$ cat src/rtl/sbb_pkg.sv
package sbb_pkg;

    typedef enum logic [1:0] {
        MODE_NORMAL = 2'd0,
        MODE_PEAK   = 2'd1,
        MODE_AVG    = 2'd2
    } mode_e;

    typedef enum logic {
        DIR_RD = 1'b0,
        DIR_WR = 1'b1
    } dir_e;

endpackage

$ cat src/rtl/sbb_decode.sv
module sbb_decode #(
    parameter int unsigned ADDR_W    = 4,
    parameter logic [ADDR_W-1:0] CTRL_ADDR = 2,
    parameter logic [ADDR_W-1:0] DATA_ADDR = 3
) (
    input  logic [ADDR_W-1:0] addr_i,
    input  logic              wr_i,
    input  logic              rd_i,
    output logic              ctl_wr_o,
    output logic              dat_wr_o,
    output logic              dat_rd_o
);

    logic hit_ctl;
    logic hit_dat;

    always_comb begin
        hit_ctl  = (addr_i == CTRL_ADDR);
        hit_dat  = (addr_i == DATA_ADDR);
        ctl_wr_o = wr_i & hit_ctl;
        dat_wr_o = wr_i & hit_dat;
        dat_rd_o = rd_i & hit_dat & ~wr_i;
    end

endmodule

$ cat src/rtl/sbb_ctrl.sv
module sbb_ctrl
    import sbb_pkg::*;
(
    input  logic       clk,
    input  logic       rst_n,
    input  logic       ctl_wr_i,
    input  logic       mh_bit_i,
    input  logic       pk_bit_i,
    input  logic       av_bit_i,
    input  logic       valid_i,
    output logic       peak_force_n_o,
    output logic       avg_force_n_o,
    output mode_e      mode_o,
    output logic       max_hold_o
);

    typedef struct packed {
        logic mh;
        logic pk;
        logic av;
    } ctl_st_t;

    ctl_st_t st_d;
    ctl_st_t st_q;

    always_comb begin
        st_d = st_q;
        if (ctl_wr_i) begin
            st_d.mh = mh_bit_i;
            st_d.pk = pk_bit_i;
            st_d.av = av_bit_i;
        end
    end

    always_ff @(posedge clk or negedge rst_n) begin
        if (!rst_n) begin
            st_q <= '0;
        end else begin
            st_q <= st_d;
        end
    end

    always_comb begin
        peak_force_n_o = ~st_q.pk;
        avg_force_n_o  = ~st_q.av;
        if (!peak_force_n_o) begin
            mode_o = MODE_PEAK;
        end else if (!avg_force_n_o) begin
            mode_o = MODE_AVG;
        end else begin
            mode_o = MODE_NORMAL;
        end
        max_hold_o = st_q.mh & valid_i;
    end

    AST_CTRL_LOAD: assert property (@(posedge clk) disable iff (!rst_n)
        ctl_wr_i |=> (peak_force_n_o == !$past(pk_bit_i)) && (avg_force_n_o == !$past(av_bit_i)));
    AST_CTRL_HOLD: assert property (@(posedge clk) disable iff (!rst_n)
        !ctl_wr_i |=> $stable(peak_force_n_o) && $stable(avg_force_n_o));

endmodule

$ cat src/rtl/sbb_xfer.sv
module sbb_xfer
    import sbb_pkg::*;
#(
    parameter int unsigned DATA_W = 8
) (
    input  logic              clk,
    input  logic              rst_n,
    input  logic              dat_wr_i,
    input  logic              dat_rd_i,
    input  logic [DATA_W-1:0] wdata_i,
    input  logic              req_line_i,
    input  logic              sync_i,
    input  logic              mem_ser_i,
    input  logic              mh_ser_i,
    input  logic              max_hold_i,
    output logic              req_release_o,
    output logic              grant_n_o,
    output logic              mem_ser_o,
    output logic              addr_incr_o,
    output logic [DATA_W-1:0] rdata_o
);

    localparam int unsigned CNT_W = (DATA_W > 1) ? $clog2(DATA_W) : 1;
    localparam logic [CNT_W-1:0] LAST = CNT_W'(DATA_W - 1);

    typedef struct packed {
        logic              pend;
        logic              gnt;
        dir_e              dir;
        logic [CNT_W-1:0]  cnt;
        logic [DATA_W-1:0] wsh;
        logic [DATA_W-1:0] rsh;
        logic [DATA_W-1:0] rdat;
        logic              incr;
    } xf_st_t;

    xf_st_t st_d;
    xf_st_t st_q;
    logic [DATA_W-1:0] rsh_next;
    logic              grant_ok;

    always_comb begin
        st_d     = st_q;
        st_d.incr = 1'b0;
        rsh_next = {mem_ser_i, st_q.rsh[DATA_W-1:1]};
        grant_ok = ~req_line_i & ~sync_i;
        if (!st_q.pend) begin
            if (dat_wr_i) begin
                st_d.pend = 1'b1;
                st_d.dir  = DIR_WR;
                st_d.wsh  = wdata_i;
            end else if (dat_rd_i) begin
                st_d.pend = 1'b1;
                st_d.dir  = DIR_RD;
            end
        end else if (!st_q.gnt) begin
            if (grant_ok) begin
                st_d.gnt = 1'b1;
                st_d.cnt = '0;
            end
        end else begin
            st_d.rsh = rsh_next;
            if (st_q.cnt == LAST) begin
                st_d.gnt  = 1'b0;
                st_d.pend = 1'b0;
                st_d.cnt  = '0;
                if (st_q.dir == DIR_RD) begin
                    st_d.rdat = rsh_next;
                    st_d.incr = 1'b1;
                end
            end else begin
                st_d.cnt = st_q.cnt + 1'b1;
            end
        end
    end

    always_ff @(posedge clk or negedge rst_n) begin
        if (!rst_n) begin
            st_q <= '0;
        end else begin
            st_q <= st_d;
        end
    end

    always_comb begin
        req_release_o = st_q.pend;
        grant_n_o     = ~st_q.gnt;
        addr_incr_o   = st_q.incr;
        rdata_o       = st_q.rdat;
        if (st_q.gnt && (st_q.dir == DIR_WR)) begin
            mem_ser_o = max_hold_i ? mh_ser_i : st_q.wsh[st_q.cnt];
        end else begin
            mem_ser_o = 1'b0;
        end
    end

    AST_REQ_FROM_STROBE: assert property (@(posedge clk) disable iff (!rst_n)
        $rose(req_release_o) |-> $past(dat_wr_i || dat_rd_i));
    AST_GRANT_QUALIFIED: assert property (@(posedge clk) disable iff (!rst_n)
        $fell(grant_n_o) |-> $past(!req_line_i && !sync_i));
    AST_GRANT_HAS_REQ: assert property (@(posedge clk) disable iff (!rst_n)
        !grant_n_o |-> req_release_o);
    AST_GRANT_ENDS: assert property (@(posedge clk) disable iff (!rst_n)
        (!grant_n_o && st_q.cnt == LAST) |=> (grant_n_o && !req_release_o));
    AST_INCR_AFTER_GRANT: assert property (@(posedge clk) disable iff (!rst_n)
        addr_incr_o |-> $past(!grant_n_o));
    AST_SER_QUIET: assert property (@(posedge clk) disable iff (!rst_n)
        grant_n_o |-> !mem_ser_o);

endmodule

$ cat src/rtl/stor_bus_bridge.sv
module stor_bus_bridge
    import sbb_pkg::*;
#(
    parameter int unsigned ADDR_W = 4,
    parameter int unsigned DATA_W = 8,
    parameter logic [ADDR_W-1:0] CTRL_ADDR = 2,
    parameter logic [ADDR_W-1:0] DATA_ADDR = 3
) (
    input  logic              clk,
    input  logic              rst_n,
    input  logic [ADDR_W-1:0] bus_addr_i,
    input  logic              bus_wr_i,
    input  logic              bus_rd_i,
    input  logic [DATA_W-1:0] bus_wdata_i,
    output logic [DATA_W-1:0] bus_rdata_o,
    input  logic              valid_i,
    output logic              peak_force_n_o,
    output logic              avg_force_n_o,
    output logic [1:0]        mode_o,
    output logic              max_hold_o,
    output logic              req_release_o,
    input  logic              req_line_i,
    input  logic              sync_i,
    output logic              grant_n_o,
    input  logic              mem_ser_i,
    input  logic              mh_ser_i,
    output logic              mem_ser_o,
    output logic              addr_incr_o
);

    localparam int unsigned MH_BIT = 0;
    localparam int unsigned PK_BIT = 1;
    localparam int unsigned AV_BIT = 2;

    logic  ctl_wr;
    logic  dat_wr;
    logic  dat_rd;
    mode_e mode_w;
    logic  mh_w;

    sbb_decode #(
        .ADDR_W   (ADDR_W),
        .CTRL_ADDR(CTRL_ADDR),
        .DATA_ADDR(DATA_ADDR)
    ) decode_i (
        .addr_i  (bus_addr_i),
        .wr_i    (bus_wr_i),
        .rd_i    (bus_rd_i),
        .ctl_wr_o(ctl_wr),
        .dat_wr_o(dat_wr),
        .dat_rd_o(dat_rd)
    );

    sbb_ctrl ctrl_i (
        .clk           (clk),
        .rst_n         (rst_n),
        .ctl_wr_i      (ctl_wr),
        .mh_bit_i      (bus_wdata_i[MH_BIT]),
        .pk_bit_i      (bus_wdata_i[PK_BIT]),
        .av_bit_i      (bus_wdata_i[AV_BIT]),
        .valid_i       (valid_i),
        .peak_force_n_o(peak_force_n_o),
        .avg_force_n_o (avg_force_n_o),
        .mode_o        (mode_w),
        .max_hold_o    (mh_w)
    );

    sbb_xfer #(
        .DATA_W(DATA_W)
    ) xfer_i (
        .clk          (clk),
        .rst_n        (rst_n),
        .dat_wr_i     (dat_wr),
        .dat_rd_i     (dat_rd),
        .wdata_i      (bus_wdata_i),
        .req_line_i   (req_line_i),
        .sync_i       (sync_i),
        .mem_ser_i    (mem_ser_i),
        .mh_ser_i     (mh_ser_i),
        .max_hold_i   (mh_w),
        .req_release_o(req_release_o),
        .grant_n_o    (grant_n_o),
        .mem_ser_o    (mem_ser_o),
        .addr_incr_o  (addr_incr_o),
        .rdata_o      (bus_rdata_o)
    );

    always_comb begin
        mode_o     = mode_w;
        max_hold_o = mh_w;
    end

    AST_MH_QUAL: assert property (@(posedge clk) disable iff (!rst_n)
        max_hold_o |-> valid_i);

endmodule

$ cat config.mk
export PLATFORM = sky130hd
export DESIGN_NAME = stor_bus_bridge
export DESIGN_NICKNAME = d
export VERILOG_FILES = /design/src/rtl/sbb_pkg.sv /design/src/rtl/sbb_decode.sv /design/src/rtl/sbb_ctrl.sv /design/src/rtl/sbb_xfer.sv /design/src/rtl/stor_bus_bridge.sv
export SDC_FILE = /design/constraint.sdc
export NUM_CORES = 1
export LEC_CHECK = 0
export ABC_CLOCK_PERIOD_IN_PS = 3100
export BUFFER_PORTS_ARGS = -buffer_cell sky130_fd_sc_hd__buf_2
export CORE_UTILIZATION = 55
export CTS_CLUSTER_SIZE = 14
export DETAILED_ROUTE_END_ITERATION = 16
export GPL_ROUTABILITY_DRIVEN = 0
export GPL_TIMING_DRIVEN = 0
export PLACE_DENSITY = 0.82
export SETUP_SLACK_MARGIN = 0.1
export SLEW_MARGIN = 20
export SYNTH_ARGS = -nofsm -noshare
export SYNTH_HDL_FRONTEND = slang
export SYNTH_SLANG_ARGS = --single-unit
$ cat constraint.sdc
create_clock -name clk -period 3.1 [get_ports clk]
set_input_delay 0.155 -clock clk [delete_from_list [all_inputs] [get_ports clk]]
set_output_delay 0.155 -clock clk [all_outputs]
set_load 0.03 [all_outputs]
==> impl_metrics.tcl, run 1 <==
set metrics [dict create \
    drt-total-wl_um 2470 \
    dp_hpwl_um 1820 \
    avgSynthCellArea_um2 13.7 \
    fin_crit_ps 1960 \
    slew_violations 0 \
    clock_latency_ps 330 \
    grt_usage_pct 20.6 \
    status "completed" \
    cts_tree "built" \
    start_util_pct 59.2 \
    drcViolationCount 0 \
    reg2reg_depth 4 \
    die_y_um 54.1 \
    maxCapViolations 0 \
    layout_common_cells "buf_2 (39), dfrtp_1 (33), mux2_2 (27)" \
    arrival_ps 1810 \
    cts-root-buf "clkbuf_4" \
    syn-cell-area_um2 1490 \
    yosysSeqAreaShare_pct 55.3 \
    worst-path-buf-inv 2 \
    cp_top_family "multiplexers" \
    netlist.area_leader.share_pct 55.3 \
    p_per_area_nw_per_um2 911 \
    min-delay-start "bus_wdata_i[6]" \
    io-pin-count 38 \
    dr.max_layer_used "met4" \
    p_int_mw 1.04 \
    clockBufferDepth 2 \
    htree_levels 2 \
    ys_types 24 \
    min_path_type "in -> reg" \
    wl_met1_um 1010 \
    r2r-end "xfer_i.rdata_o[4]$_DFFE_PN0P_" \
    drt_iter0_markers 15 \
    critPathMaxFanout 5 \
    sw_frac_of_total_pct 35.6 \
    grt_pass1_wl_um 3920 \
    met2_length_um 1240 \
    fmax_ghz 0.509 \
    postRouteAntennaNets 0 \
    ys.warnings.count 0 \
    cp_slowest_cell "mux4_2" \
    synthTopCellsByArea "dfrtp_1 (55%), mux2_2 (20%), buf_4 (4.5%)" \
    p_sw_mw 0.578 \
    layout_commonest_cell "buf_2" \
    num_vias 970 \
    setup_viol 0 \
    comb_power_share_pct 42.4 \
    path_cells "buf_6 > mux2i_1 > mux4_2 > a21oi_2 > buf_2" \
    syn_to_final_growth_pct 19.3 \
    dp.cells 176 \
    ys_seq_elements 33 \
    pwr-share-seq_pct 42.8 \
    drtPass1Iterations 4 \
    hold_path_end "xfer_i.st_q[23]$_DFFE_PN0P_" \
    crit_type "reg -> out" \
    die_w_um 54.1 \
    holdPathStages 2 \
    numCtsBuffers 5 \
    regToRegStartpoint "xfer_i.st_q[26]$_DFFE_PN0P_" \
    crit_path_end_kind "primary output" \
    grt_start_max_net_pins 34 \
    num-nets-final 178 \
    p_clk_share_pct 14.8 \
    portBuffers 37 \
    nFillCells 193 \
    path_clk_slew_ps 90 \
    routed-wl-met3_um 142 \
    relSlewSlack_pct 52.8 \
    row_count 18 \
    worstPathRequired_ps 2940 \
    p_leak_nw 0.954 \
    syn-num-nets 133 \
    antenna_found_initial 0 \
    n_antenna_cell 0 \
    cts_num_sinks 33 \
    fin_crit_sh_pct 63.3 \
    via_per_inst 5.27 \
    r2r_setup_slack_ps 1520 \
    grt_overflow 0 \
    die_area_um2 2930 \
    grt_pass1_vias 885 \
    synth_cells 109 \
    finalSetupTns_ps 0 \
    drive_above_1_share_pct 57.1 \
    fin_area_um2 1780 \
    rsz0062_at_grt "false" \
    start_kind "flop" \
    clock_skew_ps 4.44 \
    multiInputGateArea_um2 557 \
    max_stage_delay_ps 490 \
    synth.largest_area_cell "dfrtp_1" \
    peakVddDrop_uv 638 \
    routedWlPerCell_um 13.4 \
    final_cells 184 \
    placed_cell_area_um2 1720 \
    regArea_um2 826 \
    tightestPinTransition_ps 708 \
    hold_viol_final 0 \
    coreArea_um2 2520 \
]
cells by family (layout without fill, tap and decap cells):
group	after synthesis	count (layout)	share of synthesized area (%)
buffers and inverters	18	63	7.45
adder cells (fa/ha/maj)	3	3	2.51
AO/OA/AOI/OAI	9	9	4.27
flip-flops	33	33	55.3
multiplexers	32	32	24.5
AND/OR/NAND/NOR	14	14	5.95
worst reg2reg max path, cell delays in order (launching register included):
cell and delay (ps):
dfrtp_1 400, ha_1 200, ha_1 210, nand4_2 290, mux2_2 380
cells in the mapped netlist:
cell / instances
a21oi_1: 1
a21oi_2: 1
a22o_1: 1
a31oi_1: 1
a32o_1: 1
and3_1: 1
and3b_1: 1
buf_2: 2
buf_4: 9
buf_6: 1
dfrtp_1: 33
ha_1: 3
inv_1: 6
mux2_2: 27
mux2i_1: 4
mux4_2: 1
nand2_1: 5
nand3_2: 1
nand4_2: 1
nor2_1: 3
nor2b_2: 1
nor3b_2: 1
o211ai_1: 2
o21ai_0: 2
metrics by stage:
step / setup slack (ps) / power, mW / hold slack (ps) / util (%)
2_1_floorplan: 1530 / 1.23 / -141 / -
3_3_place_gp: 1510 / 1.36 / 236 / 68.1
3_5_place_dp: 1500 / 1.40 / 250 / 68.1
4_1_cts: 1130 / 1.64 / 43.6 / 70.6
5_1_grt: 1080 / 1.73 / 36.5 / 70.6
6_report: 1140 / 1.62 / 44.1 / 70.6
layout make-up:
cell class	count	share of cell area [%]
repair buffers	38	11.0
plain buffers	12	4.99
well taps	30	2.11
inverters	6	1.26
multi-input cells	58	31.2
flip-flops and latches	33	46.3
clock buffers	7	3.09
flip-flops by register name, summed over array words and instances (netlist names):
register / count
xfer_i.st_q: 13
xfer_i.rdata_o: 8
xfer_i.rsh_next: 7
ctrl_i.st_q: 3
xfer_i.addr_incr_o: 1
xfer_i.req_release_o: 1
how the worst max path moves through the flow:
stage	start	endpoint	slack [ps]	cells after the start
detailed placement	xfer_i.st_q[25]$_DFFE_PN0P_	mem_ser_o	1500	5
finish	xfer_i.st_q[25]$_DFFE_PN0P_	mem_ser_o	1140	5
global placement	xfer_i.st_q[25]$_DFFE_PN0P_	mem_ser_o	1510	5
CTS	xfer_i.st_q[25]$_DFFE_PN0P_	mem_ser_o	1130	5
global route	xfer_i.st_q[25]$_DFFE_PN0P_	mem_ser_o	1080	5
floorplan	xfer_i.st_q[25]$_DFFE_PN0P_	mem_ser_o	1530	4
power by group through the flow:
| stage | logic (mW) | clock network [mW] | registers [mW] |
|---|---|---|---|
| after floorplan | 0.539 | 0 | 0.690 |
| after global placement | 0.665 | 0 | 0.693 |
| after detailed placement | 0.693 | 0 | 0.706 |
| after CTS | 0.696 | 0.247 | 0.697 |
| after global routing | 0.748 | 0.263 | 0.719 |
| final | 0.688 | 0.240 | 0.695 |
metal layers:
layer | up-vias | track usage, %
met3 | 8 | 5.93
met1 | 461 | 22.7
met5 | - | 0
met2 | 37 | 34.2
met4 | 0 | 14.1
li1 | 464 | -
repair_timing:
| item | 4_1_cts | 5_1_grt |
|---|---|---|
| endpoints found under the hold margin | 33 | 0 |
| setup endpoints to repair | 0 | 0 |
| setup buffers | 0 | 0 |
| hold buffers | 1 | 0 |
| resized for setup | 0 | 0 |
Note: power is estimated with default switching activity, not from simulation.
==> inputs of run 2 (changes only) <==
Settings changed: ABC_CLOCK_PERIOD_IN_PS 3100 to 1800, CORE_UTILIZATION 55 to 46, PLACE_DENSITY 0.82 to 0.74.
Clock period 3.1 ns to 1.8 ns, I/O delays scaled along.
==> impl_metrics.tcl, run 2 (synthesized netlist as in run 1, its figures left out) <==
set metrics [dict create \
    holdPathStages 2 \
    p_leak_nw 0.998 \
    die_y_um 59.0 \
    grt_usage_pct 17.2 \
    coreArea_um2 3080 \
    place_ws_ps 176 \
    reg2reg_depth 6 \
    final_core_util_pct 62.6 \
    grt_pass1_vias 929 \
    drive_above_1_share_pct 56.7 \
    n_antenna_cell 0 \
    portBuffers 37 \
    largest_register_ffs 13 \
    io-pin-count 38 \
    start_kind "flop" \
    via_per_inst 4.88 \
    routedWlPerCell_um 13.2 \
    grt_pass1_wl_um 4240 \
    start_util_pct 48.5 \
    crit_type "reg -> out" \
    failed_checks "negative setup slack" \
    cp_top_family "multiplexers" \
    hold_path_end "xfer_i.st_q[19]$_DFFE_PN0P_" \
    syn_to_final_growth_pct 29.0 \
    top_register "xfer_i.st_q" \
    layout_common_cells "buf_2 (38), dfrtp_1 (33), mux2_2 (27)" \
    fmax_ghz 0.539 \
    r2r_setup_slack_ps 150 \
    worstPathRequired_ps 1710 \
    num_vias 1016 \
    final.setup.worst_slack_ps -56.5 \
    clockBufferDepth 2 \
    critPathMaxFanout 5 \
    placed_cell_area_um2 1730 \
    cts_num_sinks 33 \
    htree_levels 2 \
    grt_overflow 0 \
    max_stage_delay_ps 500 \
    drcViolationCount 0 \
    relSlewSlack_pct 52.8 \
    fin_area_um2 1930 \
    hold_viol_final 0 \
    setup_viol 1 \
    worst-path-buf-inv 2 \
    fin_crit_sh_pct 103 \
    path_cells "buf_6 > mux2i_1 > mux4_2 > a21oi_2 > buf_6" \
    row_count 20 \
    path_common_cell "buf_6" \
    status "complete, but fails checks" \
    cts_tree "built" \
    drtPass1Iterations 4 \
    numCtsBuffers 5 \
    path_clk_slew_ps 90 \
    crit_path_end_kind "primary output" \
    tightestPinTransition_ps 708 \
    peakVddDrop_uv 812 \
    path_depth 5 \
    cp_slowest_cell "mux4_2" \
    cts-root-buf "clkbuf_4" \
    r2r-end "xfer_i.rdata_o[4]$_DFFE_PN0P_" \
    min-delay-start "bus_wdata_i[2]" \
    die_w_um 59.0 \
    clock_latency_ps 330 \
    slew_violations 0 \
    dp_hpwl_um 1900 \
    num-nets-final 188 \
    drt_iter0_markers 25 \
    p_per_area_nw_per_um2 1530 \
    arrival_ps 1770 \
    rsz0062_at_grt "true" \
    regToRegStartpoint "xfer_i.st_q[25]$_DFFE_PN0P_" \
    layout_commonest_cell "buf_2" \
    clock_skew_ps 10.8 \
    min_path_type "in -> reg" \
    postRouteAntennaNets 0 \
    antenna_found_initial 0 \
    maxCapViolations 0 \
    die_area_um2 3480 \
    fin_crit_ps 1860 \
    drt-total-wl_um 2750 \
    grt_start_max_net_pins 34 \
]
[run 2: changes by cell type in the layout (fill, tap and decap cells not counted), sizes merged]
| cell | delta |
|---|---|
| buf | +2 |
| dlygate4sd3 | +7 |
| nand4 | +1 |
[run 2: how the worst max path moves through the flow]
stage | from | to
final | xfer_i.st_q[25]$_DFFE_PN0P_ | mem_ser_o
after global routing | xfer_i.st_q[25]$_DFFE_PN0P_ | mem_ser_o
after CTS | xfer_i.st_q[25]$_DFFE_PN0P_ | mem_ser_o
after detailed placement | xfer_i.st_q[26]$_DFFE_PN0P_ | xfer_i.rdata_o[1]$_DFFE_PN0P_
after global placement | xfer_i.st_q[25]$_DFFE_PN0P_ | mem_ser_o
after floorplan | xfer_i.st_q[25]$_DFFE_PN0P_ | mem_ser_o
[run 2: power by group]
part | internal, mW | switching [mW] | total (mW)
sequential | 1.03 | 0.183 | 1.21
clock | 0.184 | 0.227 | 0.412
combinational | 0.659 | 0.657 | 1.32
total | 1.87 | 1.07 | 2.94
[run 2: cell type report]
type | count | area, um^2
Tap cell | 44 | 55.1
Timing Repair Buffer | 47 | 287
Sequential cell | 33 | 826
Buffer | 12 | 88.8
Multi-Input combinational cell | 59 | 593
Inverter | 6 | 22.5
Clock buffer | 7 | 55.1
Fill cell | 254 | 1150
[run 2: stage by stage]
| stage | setup TNS (ps) | power [mW] | hold slack [ps] | std cells |
|---|---|---|---|---|
| final | -56.5 | 2.94 | 24.4 | 208 |
| after global routing | -137 | 3.15 | 9.18 | 208 |
| after CTS | -91.4 | 2.88 | 3.29 | 206 |
| after detailed placement | 0 | 2.42 | 188 | 190 |
| after global placement | 0 | 2.35 | 176 | 190 |
| after floorplan | 0 | 2.12 | -206 | 109 |
[run 2: layer usage]
layer	vias up	track usage, %	wire length [um]
li1	486	-	-
met1	500	21.8	1140
met2	30	27.1	1470
met3	0	7.21	143
met4	0	5.10	0
met5	-	0	0
[run 2: timing repair]
action,4_1_cts,5_1_grt
gates cloned,0,1
setup endpoints to repair,1,9
pin swaps,1,1
buffers inserted,1,1
resized for setup,2,4
hold buffers,8,0
hold endpoints to repair,42,0
==> inputs of run 3 (changes only) <==
Settings changed: HOLD_SLACK_MARGIN set to 0.05, SETUP_SLACK_MARGIN 0.1 to 0.3.
==> impl_metrics.tcl, run 3 (synthesized netlist as in run 1, its figures left out) <==
set metrics [dict create \
    crit_type "reg -> out" \
    finalSetupTns_ps -104 \
    grt_pass1_vias 1010 \
    portBuffers 37 \
    numCtsBuffers 5 \
    slew_violations 0 \
    fin_crit_sh_pct 106 \
    p_per_area_nw_per_um2 1540 \
    cts_tree "built" \
    clock_skew_ps 9.06 \
    layout_commonest_cell "buf_2" \
    crit_path_end_kind "primary output" \
    drtPass1Iterations 4 \
    die_y_um 59.0 \
    p_leak_nw 1.02 \
    layout_common_cells "buf_2 (38), dfrtp_1 (33), mux2_2 (27)" \
    num_vias 1003 \
    grt_usage_pct 17.8 \
    die_area_um2 3480 \
    io-pin-count 38 \
    drcViolationCount 0 \
    largest_register_ffs 13 \
    grt_start_max_net_pins 34 \
    routedWlPerCell_um 12.3 \
    peakVddDrop_uv 899 \
    cts-root-buf "clkbuf_4" \
    path_clk_slew_ps 90 \
    dp_hpwl_um 1820 \
    n_antenna_cell 0 \
    setup_viol 1 \
    drt_iter0_markers 6 \
    grt_overflow 0 \
    clock_latency_ps 340 \
    min_path_type "in -> reg" \
    failed_checks "negative setup slack" \
    clockBufferDepth 2 \
    final.setup.worst_slack_ps -104 \
    antenna_found_initial 0 \
    worstPathRequired_ps 1710 \
    total_power_mw 3.02 \
    syn_to_final_growth_pct 31.7 \
    drive_above_1_share_pct 53.9 \
    start_util_pct 48.5 \
    relSlewSlack_pct 52.7 \
    num-nets-final 190 \
    maxCapViolations 0 \
    drt-total-wl_um 2590 \
    arrival_ps 1810 \
    cts_num_sinks 33 \
    grt_pass1_wl_um 4370 \
    start_kind "flop" \
    htree_levels 2 \
    tightestPinTransition_ps 710 \
    die_w_um 59.0 \
    hold_viol_final 0 \
    fin_crit_ps 1900 \
    postRouteAntennaNets 0 \
    rsz0062_at_grt "true" \
    via_per_inst 4.75 \
    status "complete, but fails checks" \
    critPathMaxFanout 5 \
    coreArea_um2 3080 \
    row_count 20 \
    top_register "xfer_i.st_q" \
    place_ws_ps 190 \
    fmax_ghz 0.525 \
]
[run 3: final cells by class]
type                            instances  area (um^2)
Buffer                                 12         88.8
Multi-Input combinational cell         58          572
Sequential cell                        33          826
Timing Repair Buffer                   50          319
Inverter                                6         22.5
Clock buffer                            7         55.1
Clock inverter                          1         30.0
Tap cell                               44         55.1
Fill cell                             237         1110
[run 3: where the power goes]
part | internal [mW] | switching, mW
Combinational | 0.636 | 0.623
Sequential | 1.03 | 0.164
Clock | 0.332 | 0.241
[run 3: worst paths after layout]
path	depth (start not counted)	slack (ps)	startpoint	endpoint
setup / recovery	5	-100	xfer_i.st_q[25]$_DFFE_PN0P_	mem_ser_o
hold / removal	4	90	bus_addr_i[2]	xfer_i.req_release_o$_DFF_PN0_
setup reg to reg	5	130	xfer_i.st_q[25]$_DFFE_PN0P_	xfer_i.rdata_o[1]$_DFFE_PN0P_
hold reg to reg	1	510	xfer_i.rsh_next[0]$_DFFE_PN0P_	xfer_i.rdata_o[0]$_DFFE_PN0P_
max in group asynchronous	2	1010	rst_n	xfer_i.st_q[22]$_DFFE_PN0P_
min in group asynchronous	2	330	rst_n	xfer_i.rdata_o[5]$_DFFE_PN0P_
[run 3: metrics by stage]
stage | std cells | instance area [um^2] | hold slack, ps | util [%]
after CTS | 211 | 1960 | 72.0 | 63.7
final | 211 | 1970 | 92.1 | 63.9
after floorplan | 109 | 1500 | -206 | -
after detailed placement | 190 | 1740 | 187 | 56.6
after global routing | 211 | 1970 | 97.8 | 63.9
after global placement | 190 | 1740 | 180 | 56.6
[run 3: what timing repair did]
action	in CTS	in global routing
endpoints found under the hold margin	47	0
hold buffers	12	0
pin swaps	1	0
endpoints found under the setup margin	9	17
resized for setup	2	1
setup buffers	1	0
[run 3: per-layer routing]
metal | vias to the layer above | wire [um] | track usage, %
met1 | 479 | 1070 | 19.7
met3 | 7 | 140 | 6.77
met5 | - | 0 | 0
li1 | 489 | - | -
met4 | 0 | 47 | 7.14
met2 | 28 | 1330 | 30.7
[run 3: worst max-delay path: stages (launching register included)]
cell and delay (ps):
dfrtp_1 400, buf_6 140, mux2i_1 130, mux4_2 530
a21oi_4 140, buf_6 140
